--- config.mk ---
export PLATFORM = sky130hd
export DESIGN_NAME = fpol_unit
export DESIGN_NICKNAME = d
export VERILOG_FILES = /design/src/rtl/fpol_pkg.sv /design/src/rtl/fpol_fuse_bank.sv /design/src/rtl/fpol_session.sv /design/src/rtl/fpol_rules.sv /design/src/rtl/fpol_unit.sv
export SDC_FILE = /design/constraint.sdc
export NUM_CORES = 1
export LEC_CHECK = 0
export ABC_AREA = 1
export CAP_MARGIN = 25
export CELL_PAD_IN_SITES_DETAIL_PLACEMENT = 0
export CELL_PAD_IN_SITES_GLOBAL_PLACEMENT = 2
export CORE_AREA = 4 4 41 43
export CTS_CLUSTER_SIZE = 14
export DETAILED_ROUTE_END_ITERATION = 7
export DIE_AREA = 0 0 45 47
export DONT_BUFFER_PORTS = 1
export PLACE_DENSITY = 0.44
export RECOVER_POWER = 100
export SETUP_SLACK_MARGIN = 0.1
export SYNTH_ARGS = -nofsm -noshare
export SYNTH_HDL_FRONTEND = slang
export SYNTH_HIERARCHICAL = 1
export SYNTH_SLANG_ARGS = --single-unit
export TNS_END_PERCENT = 1
--- constraint.sdc ---
create_clock -name clk -period 0.8 [get_ports clk]
set_input_delay 0 -clock clk [delete_from_list [all_inputs] [get_ports clk]]
set_output_delay 0 -clock clk [all_outputs]
set_load 0.02 [all_outputs]
--- src/rtl/fpol_pkg.sv ---
package fpol_pkg;
  localparam int FUSE_N   = 3;
  localparam int STATUS_W = 8;
  localparam int SEL_W    = 2;
  localparam int REGION_W = 3;

  typedef enum logic [REGION_W-1:0] {
    RGN_FABDATA = 3'd0,
    RGN_MFRCODE = 3'd1,
    RGN_ACCREG  = 3'd2,
    RGN_TEST    = 3'd3,
    RGN_IDENT   = 3'd4,
    RGN_SECRET  = 3'd5,
    RGN_PASSWD  = 3'd6,
    RGN_COUNTER = 3'd7
  } region_e;

  typedef enum logic [1:0] {
    STG_OPEN,
    STG_MAKER,
    STG_ISSUER,
    STG_FIELD
  } stage_e;

  typedef struct packed {
    logic sc;
    logic wp;
  } session_t;
endpackage

--- src/rtl/fpol_fuse_bank.sv ---
module fpol_fuse_bank
  import fpol_pkg::*;
#(
  parameter int N  = FUSE_N,
  parameter int SW = SEL_W
) (
  input  logic          clk,
  input  logic          blow_req,
  input  logic [SW-1:0] blow_sel,
  output logic [N-1:0]  fuse_q
);
  for (genvar i = 0; i < N; i++) begin : g_fuse
    logic bit_q = 1'b1;
    logic pred_blown;
    if (i == 0) begin : g_first
      assign pred_blown = 1'b1;
    end else begin : g_chain
      assign pred_blown = ~fuse_q[i-1];
    end
    always_ff @(posedge clk) begin
      if (blow_req && (blow_sel == SW'(i)) && pred_blown)
        bit_q <= 1'b0;
    end
    assign fuse_q[i] = bit_q;
  end
endmodule

--- src/rtl/fpol_session.sv ---
module fpol_session
  import fpol_pkg::*;
(
  input  logic     clk,
  input  logic     rst,
  input  logic     sc_set,
  input  logic     wp_set,
  output session_t sess
);
  always_ff @(posedge clk) begin
    if (rst) begin
      sess <= '0;
    end else begin
      if (sc_set) sess.sc <= 1'b1;
      if (wp_set) sess.wp <= 1'b1;
    end
  end
endmodule

--- src/rtl/fpol_rules.sv ---
module fpol_rules
  import fpol_pkg::*;
(
  input  logic [FUSE_N-1:0] fuse,
  input  region_e           region,
  input  logic              wr,
  input  session_t          sess,
  output logic              permit
);
  stage_e stage;
  logic   pre_pers;
  logic   pw_grant;

  always_comb begin
    if (!fuse[2])      stage = STG_FIELD;
    else if (!fuse[1]) stage = STG_ISSUER;
    else if (!fuse[0]) stage = STG_MAKER;
    else               stage = STG_OPEN;
  end

  assign pre_pers = (stage != STG_FIELD);
  assign pw_grant = pre_pers ? sess.sc : sess.wp;

  always_comb begin
    permit = 1'b0;
    if (stage == STG_OPEN) begin
      permit = 1'b1;
    end else begin
      case (region)
        RGN_FABDATA: permit = !wr;
        RGN_MFRCODE: permit = !wr || (stage == STG_MAKER && sess.sc);
        RGN_ACCREG,
        RGN_IDENT:   permit = !wr || (pre_pers && sess.sc);
        RGN_TEST:    permit = 1'b1;
        RGN_SECRET:  permit = pre_pers && sess.sc;
        RGN_PASSWD:  permit = pw_grant;
        RGN_COUNTER: permit = !wr || pw_grant;
        default:     permit = 1'b0;
      endcase
    end
  end
endmodule

--- src/rtl/fpol_unit.sv ---
module fpol_unit
  import fpol_pkg::*;
#(
  parameter int NUM_FUSES = FUSE_N,
  parameter int STAT_W    = STATUS_W
) (
  input  logic                clk,
  input  logic                rst,
  input  logic                blow_req,
  input  logic [SEL_W-1:0]    blow_sel,
  input  logic                sc_ok,
  input  logic                wpw_ok,
  input  logic [REGION_W-1:0] req_region,
  input  logic                req_write,
  output logic                permit,
  output logic [STAT_W-1:0]   fuse_status
);
  localparam int PAD_W = STAT_W - NUM_FUSES;

  logic [NUM_FUSES-1:0] fuse_q;
  session_t             sess;

  fpol_fuse_bank #(.N(NUM_FUSES), .SW(SEL_W)) u_fuses (
    .clk      (clk),
    .blow_req (blow_req),
    .blow_sel (blow_sel),
    .fuse_q   (fuse_q)
  );

  fpol_session u_sess (
    .clk    (clk),
    .rst    (rst),
    .sc_set (sc_ok),
    .wp_set (wpw_ok),
    .sess   (sess)
  );

  fpol_rules u_rules (
    .fuse   (fuse_q),
    .region (region_e'(req_region)),
    .wr     (req_write),
    .sess   (sess),
    .permit (permit)
  );

  assign fuse_status = {{PAD_W{1'b0}}, fuse_q};
endmodule

==> key figures <==
Run status
  – Status: finished with violations
  – Failing checks: negative setup slack

Route
  – Number of DRC markers in iteration 0: 3
  – Vias: 176
  – DRC Markers: 0
  – Post-Route WL: 421 um
  – Post-route ant nets: 0
  – DRT Pass-1 Iters: 2
  – Wirelength per Cell: 8.10 um
  – Routed vias/inst: 3.38

Critical path
  – Worst-path maximum fanout: 2
  – Worst setup path endpoint: permit
  – CP Depth: 4
  – CP Launch Point: u_sess/sess[0]
  – CP Capture Type: output port
  – Reg-to-reg critical path startpoint: u_sess/sess[0]
  – Crit-path leading delay family: flip-flops
  – Critical Path RT: 0.80 ns
  – Critical Path AT: between 0.8 and 0.9 ns
  – CP max stage delay: around 0.31 ns
  – Reg2reg path depth: 3
  – WS Path Type: reg -> out
  – Reg-to-reg endpoint: u_sess/sess[0]
  – Crit-path cells: nand3b_1 -> nand2_1 -> nand2_2 -> nand3_4
  – Slowest stage cell on the critical path: dfxtp_2
  – CP Buf/Inv Count: 0
  – Worst R2R Setup Slack: around 0.13 ns
  – CP Launch Type: register

Clock network
  – CTS tree: built
  – Clk_lat worst skew: 0.22 ns
  – CTS HTree Levels: 1
  – CTS buffer count: 3
  – Root buffer cell: clkbuf_4
  – Clock-pin slew on the worst setup and hold paths: 0.03 ns
  – CTS sink count: 2
  – Clk buf depth: 2

Final layout
  – Commonest cells after routing, fill and taps aside: 9 x nand2_1, 8 x conb_1, 4 x nor2_1
  – Commonest non-fill, non-tap cell in the layout: nand2_1
  – Syn-to-layout area delta: 30.3%
  – Max reg flops: 2
  – Largest regs: u_sess/sess x2
  – Antenna diodes: 0
  – Reg with most FFs: u_sess/sess
  – Layout cells sized above 1: 18.9%
  – NumNets Final: 50

Floorplanning
  – Die height: 47 um
  – Starting Density: 14.6%
  – Chip width: 45 um
  – # IOs: 20
  – Die area: 2120 sq um
  – Rows: 13
  – Core area: 1300 sq um

Place
  – IO Port Bufs: 0
  – Pre-CTS setup slack: 0.106 ns
  – RePlAce Congestion: 0.659

STA
  – Max Slew Vio Count: 0
  – Total count of hold-check failures in the final report: 0
  – Fmax: ~1200 MHz
  – Setup TNS Final: -0.0287 ns
  – Final setup viols: 1
  – Skew final: 0 ns
  – Period utilization: 104%
  – Setup slack after layout: -0.0287 ns
  – RSZ-0062 raised after global routing: yes
  – Period minus WS final: 0.829 ns

GRT
  – Global route total overflow: 0
  – First-pass GRT wire length: 593 um
  – Initial antenna violation count: 0
  – Total GRT Usage: 4.10%
  – Vias in the first global route: 177
  – Largest net degree at the start of global routing: 5

Power
  – Power Total: roughly 440 uW
  – Peak supply drop: 0.368 mV
  – Pwr dens: 1760 nW/um^2
  – Leak: between 0.0001 and 0.00015 uW

Flow run
  – Max-cap violations: 0

Yosys
  – Synth Instances: 32
  – Yosys reg bits: 2
  – Post-synthesis cell area: 190 sq um
  – Sequential area share after synthesis: 21.1%
  – Synth cell types: 10
  – Synth Area per Inst: 5.94 sq um
  – Number of warnings issued by yosys: 6

Min path
  – Worst hold path class: in -> out
cell type report:
| class | instances | area, sq um |
|---|---|---|
| tap | 15 | 18.8 |
| fill | 157 | 1050 |
| timing repair buffer | 4 | 37.5 |
| clock buffer | 3 | 22.5 |
| multi-input combinational | 26 | 120 |
| sequential | 2 | 41.3 |
| inverter | 2 | 7.51 |
logic make-up (layout without fill, tap and decap cells):
logic type,count (synthesis),after routing,share of synthesized area [%]
flip-flops,2,2,21.1
AND/OR/NAND/NOR,16,16,34.2
buffers and inverters,10,9,35.5
AO/OA/AOI/OAI,2,2,5.26
other,2,8,3.95
worst min-delay path by stage:
stage                  start              to  slack [ns]  cells after the start
6_report       req_region[1]          permit        0.13                      2
4_1_cts        req_region[1]          permit        0.15                      2
2_1_floorplan            rst  u_sess/sess[0]        0.07                      1
3_5_place_dp             rst  u_sess/sess[1]        0.07                      1
3_3_place_gp             rst  u_sess/sess[0]        0.07                      1
5_1_grt        req_region[1]          permit        0.14                      2
per-layer routing:
| metal | vias to the layer above | track usage [%] | part of all wire (%) |
|---|---|---|---|
| met5 | - | 0 | 0 |
| met4 | 0 | 5.26 | 0 |
| met3 | 0 | 1.53 | 19 |
| met2 | 15 | 5.65 | 42 |
| met1 | 68 | 4.30 | 38 |
| li1 | 93 | - | - |
through the flow:
step	util (%)	hold slack, ns	cell area [sq um]	cells
floorplan	-	0.0724	213	38
global placement	13.2	0.0734	171	45
detailed placement	13.2	0.0744	171	45
CTS	18.3	0.154	238	52
global route	19.0	0.138	248	52
finish	19.0	0.131	248	52
where the power goes:
| part | internal, uW | switching (uW) | total (uW) | leakage [uW] |
|---|---|---|---|---|
| clock | 165 | 54.5 | 220 | 0.0000138 |
| sequential | 109 | 4.94 | 114 | 0.0000170 |
| combinational | 34.2 | 69.1 | 103 | 0.0000954 |
synth_stat cells:
library cell	count	share of area, %
buf_4	8	32
conb_1	2	3.9
dfxtp_1	2	21
inv_1	2	3.9
nand2_1	10	20
nand3_1	1	2.6
nand3b_1	1	3.9
nor2_1	4	7.9
o21ai_0	1	2.6
o21ai_1	1	2.6
repair_timing:
item | 4_1_cts | 5_1_grt
pin swaps | 3 | 1
hold buffers | 3 | 0
buffers inserted | 1 | 0
endpoints found under the setup margin | 1 | 2
endpoints found under the hold margin | 2 | 0
gates resized for setup | 2 | 3
(Power assumes the default switching activity.)
